===== src/rtl/crc16_pkg.sv =====
package crc16_pkg;
    typedef enum logic [2:0] {
        ST_IDLE,
        ST_PAYLOAD,
        ST_TX_LO,
        ST_TX_HI,
        ST_RX_LO,
        ST_RX_HI
    } crc_state_e;

    localparam logic [15:0] CRC_PRESET    = 16'hFFFF;
    localparam logic [15:0] CRC_POLY_REFL = 16'h8408;
endpackage


===== src/rtl/crc16_byte_step.sv =====
module crc16_byte_step #(
    parameter int          DATA_W = 8,
    parameter int          CRC_W  = 16,
    parameter logic [15:0] POLY   = 16'h8408
) (
    input  logic [CRC_W-1:0]  crc_i,
    input  logic [DATA_W-1:0] data_i,
    output logic [CRC_W-1:0]  crc_o
);
    logic [CRC_W-1:0] chain [0:DATA_W];

    assign chain[0] = crc_i;

    // one reflected shift per data bit, bit 0 first
    for (genvar g = 0; g < DATA_W; g++) begin : g_bit
        logic fb;
        assign fb = chain[g][0] ^ data_i[g];
        assign chain[g+1] = (chain[g] >> 1) ^ (fb ? POLY[CRC_W-1:0] : '0);
    end

    assign crc_o = chain[DATA_W];
endmodule


===== src/rtl/paylen_counter.sv =====
module paylen_counter #(
    parameter int LEN_W = 16
) (
    input  logic             clk,
    input  logic             rst_n,
    input  logic             load,
    input  logic [LEN_W-1:0] load_val,
    input  logic             dec,
    output logic             final_o
);
    logic [LEN_W-1:0] cnt_q;

    always_ff @(posedge clk or negedge rst_n) begin
        if (!rst_n) begin
            cnt_q <= '0;
        end else if (load) begin
            cnt_q <= load_val;
        end else if (dec && cnt_q != '0) begin
            cnt_q <= cnt_q - 1'b1;
        end
    end

    assign final_o = (cnt_q == {{(LEN_W-1){1'b0}}, 1'b1});
endmodule


===== src/rtl/crc16_payload_engine.sv =====
module crc16_payload_engine
    import crc16_pkg::*;
#(
    parameter int LEN_W  = 16,
    parameter int DATA_W = 8
) (
    input  logic              clk,
    input  logic              rst_n,
    input  logic              sop,
    input  logic              mode_tx,
    input  logic              chk_en,
    input  logic [LEN_W-1:0]  pay_len,
    input  logic              in_vld,
    input  logic [DATA_W-1:0] in_data,
    input  logic              in_last,
    output logic              in_rdy,
    output logic              out_vld,
    output logic [DATA_W-1:0] out_data,
    output logic              crc_ok,
    output logic              crc_err
);
    localparam int CRC_W = 2 * DATA_W;

    crc_state_e       state_q, state_d;
    logic [CRC_W-1:0] crc_q, crc_nxt;
    logic [DATA_W-1:0] lo_q;
    logic             tx_q, chk_q;
    logic             acc, len_final, len_zero;

    assign len_zero = (pay_len == '0);
    assign acc      = in_vld && !sop && (state_q == ST_PAYLOAD);
    assign in_rdy   = !(state_q == ST_TX_LO || state_q == ST_TX_HI);

    crc16_byte_step #(
        .DATA_W (DATA_W),
        .CRC_W  (CRC_W),
        .POLY   (CRC_POLY_REFL)
    ) u_step (
        .crc_i  (crc_q),
        .data_i (in_data),
        .crc_o  (crc_nxt)
    );

    paylen_counter #(
        .LEN_W (LEN_W)
    ) u_len (
        .clk      (clk),
        .rst_n    (rst_n),
        .load     (sop),
        .load_val (pay_len),
        .dec      (acc),
        .final_o  (len_final)
    );

    // next-state logic
    always_comb begin
        state_d = state_q;
        unique case (state_q)
            ST_IDLE:    state_d = ST_IDLE;
            ST_PAYLOAD: if (acc && (len_final || in_last))
                            state_d = tx_q ? ST_TX_LO : ST_RX_LO;
            ST_TX_LO:   state_d = ST_TX_HI;
            ST_TX_HI:   state_d = ST_IDLE;
            ST_RX_LO:   if (in_vld) state_d = ST_RX_HI;
            ST_RX_HI:   if (in_vld) state_d = ST_IDLE;
            default:    state_d = ST_IDLE;
        endcase
        if (sop) begin
            if (len_zero) state_d = mode_tx ? ST_TX_LO : ST_RX_LO;
            else          state_d = ST_PAYLOAD;
        end
    end

    // state register
    always_ff @(posedge clk or negedge rst_n) begin
        if (!rst_n) state_q <= ST_IDLE;
        else        state_q <= state_d;
    end

    // checksum and capture datapath
    always_ff @(posedge clk or negedge rst_n) begin
        if (!rst_n) begin
            crc_q <= CRC_PRESET[CRC_W-1:0];
            lo_q  <= '0;
            tx_q  <= 1'b0;
            chk_q <= 1'b0;
        end else if (sop) begin
            crc_q <= CRC_PRESET[CRC_W-1:0];
            tx_q  <= mode_tx;
            chk_q <= chk_en;
        end else begin
            if (acc) crc_q <= crc_nxt;
            if (state_q == ST_RX_LO && in_vld) lo_q <= in_data;
        end
    end

    // registered outputs
    always_ff @(posedge clk or negedge rst_n) begin
        if (!rst_n) begin
            out_vld  <= 1'b0;
            out_data <= '0;
            crc_ok   <= 1'b0;
            crc_err  <= 1'b0;
        end else begin
            out_vld <= 1'b0;
            crc_ok  <= 1'b0;
            crc_err <= 1'b0;
            if (!sop) begin
                unique case (state_q)
                    ST_PAYLOAD: if (acc && tx_q) begin
                                    out_vld  <= 1'b1;
                                    out_data <= in_data;
                                end
                    ST_TX_LO:   begin
                                    out_vld  <= 1'b1;
                                    out_data <= crc_q[DATA_W-1:0];
                                end
                    ST_TX_HI:   begin
                                    out_vld  <= 1'b1;
                                    out_data <= crc_q[CRC_W-1:DATA_W];
                                end
                    ST_RX_HI:   if (in_vld && chk_q) begin
                                    crc_ok  <= ({in_data, lo_q} == crc_q);
                                    crc_err <= ({in_data, lo_q} != crc_q);
                                end
                    ST_IDLE, ST_RX_LO: ;
                    default: ;
                endcase
            end
        end
    end
endmodule


===== config.mk =====
export PLATFORM = sky130hd
export DESIGN_NAME = crc16_payload_engine
export DESIGN_NICKNAME = d
export VERILOG_FILES = /design/src/rtl/crc16_pkg.sv /design/src/rtl/crc16_byte_step.sv /design/src/rtl/paylen_counter.sv /design/src/rtl/crc16_payload_engine.sv
export SDC_FILE = /design/constraint.sdc
export NUM_CORES = 1
export LEC_CHECK = 0
export BUFFER_PORTS_ARGS = -buffer_cell sky130_fd_sc_hd__buf_2
export CAP_MARGIN = 20
export CORE_MARGIN = 4
export CORE_UTILIZATION = 60
export DETAILED_ROUTE_END_ITERATION = 12
export PLACE_DENSITY = 0.89
export SLEW_MARGIN = 20
export SYNTH_ARGS = -nofsm -noshare
export SYNTH_HDL_FRONTEND = slang
export SYNTH_SLANG_ARGS = --single-unit

===== constraint.sdc =====
create_clock -name clk -period 4.9 [get_ports clk]
set_input_delay 0.245 -clock clk [delete_from_list [all_inputs] [get_ports clk]]
set_output_delay 0.245 -clock clk [all_outputs]
set_load 0.05 [all_outputs]

==> metrics.csv <==
metric;value;unit
outcome;finished, final reports clean;
areaGrowthSynthToFinish;9.011;%
vdd_drop_max;264.8;uV
cts.clk_slew.worst_paths;0.11;ns
final_antenna_net_count;0;
vias;2706;
seq_area_frac_synth;0.4319;
core_area;0.005205;mm2
wl_per_cell;16.80;um
crit_path_end_kind;register;
die_x;82.06;um
ys_types;52;
io_pins;43;
die_h;82.06;um
antenna_found_initial;0;
via_per_inst;6.192;
yosysMostFrequentCell;dfrtp_1;
cp.required;5.11;ns
cts_setup_buffers;0;
clock-sinks;56;
cpMaxStageDelayCell;and2_1;
rsz0062_at_grt;false;
start_util;0.6322;
synth_area;0.003291;mm2
path_cells;nor4b_4 -> and2_1 -> nand2b_1 -> a311o_1;
max_cap_violations;0;
drive_above_1_share;0.2343;
stdcell_count;437;
synth.largest_area_cell;dfrtp_1;
clock_skew;0.007702;ns
grt_overflow;0;
setup_viol;0;
worst_slack;2.046;ns
intPower;923.7;uW
r2r-end;u_len.cnt_q[3];
synth.area.top_cells;dfrtp_1 30%, dfstp_2 13%, xnor2_1 9.6%;
cp_max_fo;33;
fin_util;0.6892;
cts-root-buf;clkbuf_8;
maxSlewViolCount;0;
p_per_area;425.4;mW/mm2
place_hpwl;5213;um
ys_async_sr_fraction;1.000;
tightest_slew;0.9901;ns
wl;7340;um
die-area;0.006733;mm2
sequentialPowerShare;0.465;
syn_avg_cell_area;9.765;um2
post_cts_resized;0;
critPathLaunchType;register;
power.share.clock;0.174;
firstDrtPassIters;4;
cts_tree;built;
place_ws;2.108;ns
r2r_start;state_q[0];
reg2reg_depth;4;
crit_buf_inv;0;
yosysWarnings;0;
gp_congestion;0.8510;
cp_top_family;simple AND/OR/NAND/NOR gates;
leakage;1.481;nW
timing.fmax;350.4;MHz
ys.flop_type;dfrtp_1;
max_stage_delay;0.83;ns
tns;0;ns
htree_levels;2;
cts_buffers;5;
fp-row-count;26;
p_total;1.526;mW
dp.cells;429;
track_usage;0.2353;
switchingPower;602.4;uW
hold_buffers;0;
ys_ff_latch;56;
hold_violations;0;
swShare;0.3947;
cts_buffer_depth;2;
synth-edff-count;0;
ff2ff_setup_slack;2.05;ns
synth_nets;370;
grt_pass1_wl;12210;um
arrival;3.06;ns
final_nets;399;
yosys.area.top_type_share;0.3042;
drc;0;
worstSetupPathType;register to register;
max_slew_margin;0.3386;
combPwrFrac;0.361;
grt_max_degree;57;
synthCells;337;
grt_pass1_vias;2512;
hp-class;input pin to async pin;
drtIter0Drc;262;
finalCriticalPeriod;2.854;ns
synth_common_cells;40 x dfrtp_1, 36 x xnor2_1, 30 x nor2_1, 17 x nor3_1;
clk_latency;0.32;ns
n_antenna_cell;0;
port_buffers;42;
fin_crit_sh;0.5824;
-- worst max-delay path by stage --
stage          depth (start not counted)           start        endpoint  slack [ns]
3_3_place_gp                           4      state_q[0]  u_len.cnt_q[3]        2.21
4_1_cts                                4      state_q[0]  u_len.cnt_q[1]        2.07
3_5_place_dp                           4      state_q[0]  u_len.cnt_q[1]        2.11
5_1_grt                                4      state_q[0]  u_len.cnt_q[3]        1.81
6_report                               4      state_q[0]  u_len.cnt_q[3]        2.05
2_1_floorplan                          6  u_len.cnt_q[0]  u_len.cnt_q[6]        2.94
-- layer usage --
layer  track usage  share of wire
met5             0              0
met4       0.08140          0.012
met3       0.03728          0.062
met2        0.3619           0.47
met1        0.3376           0.46
-- stage by stage --
step / hold slack (ns) / cell area (um2)
6_report: 0.03193 / 3587
5_1_grt: 0.1198 / 3587
4_1_cts: 0.06504 / 3587
3_5_place_dp: 0.4177 / 3492
3_3_place_gp: 0.4129 / 3492
2_1_floorplan: -0.05059 / 3291
-- area by class of cell --
cell class | count | area [um2]
fill | 395 | 1618
clock inverter | 3 | 26.28
inverter | 10 | 37.54
tap | 70 | 87.58
clock buffer | 5 | 68.82
multi-input combinational | 250 | 1728
sequential | 56 | 1421
timing repair buffer | 43 | 217.7
-- worst register-to-register path: cells and delay by family, from the launching register on --
kind | cells | cell delay (ns)
AOI/OAI and AO/OA | 1 | 0.40
and+or+nand+nor | 3 | 1.54
DFF | 1 | 0.80
-- cells in the final DEF, fill, tap and decap left out, types with 12 or more instances in the layout --
cell and count:
buf_2 42, nor2_1 30, a21oi_1 15, or4_1 12
dfrtp_1 40, xnor2_1 36, dfstp_2 16, nor3_1 17
nand2_1 16
-- flip-flops by register name (all words and copies together), names as in the netlist --
signal       count
chk_q            1
crc_err          1
crc_ok           1
crc_q           16
lo_q             8
out_data         8
out_vld          1
state_q          3
tx_q             1
u_len.cnt_q     16
-- logic make-up after synthesis --
group	count (synthesis)	share of synthesized area
xor+xnor	41	0.1091
buf+inv	31	0.04296
compound gates	70	0.1437
simple gates	119	0.2068
flops	56	0.4319
mux	18	0.05780
fa+ha+maj	2	0.007603
-- power groups by stage --
stage	combinational, mW	sequential (mW)	clock (mW)
after floorplan	0.332	0.797	0
after global placement	0.532	0.706	0
after detailed placement	0.547	0.714	0
after CTS	0.552	0.707	0.271
after global routing	0.596	0.724	0.287
final	0.551	0.710	0.265
Power figures use the tool's default switching activity.
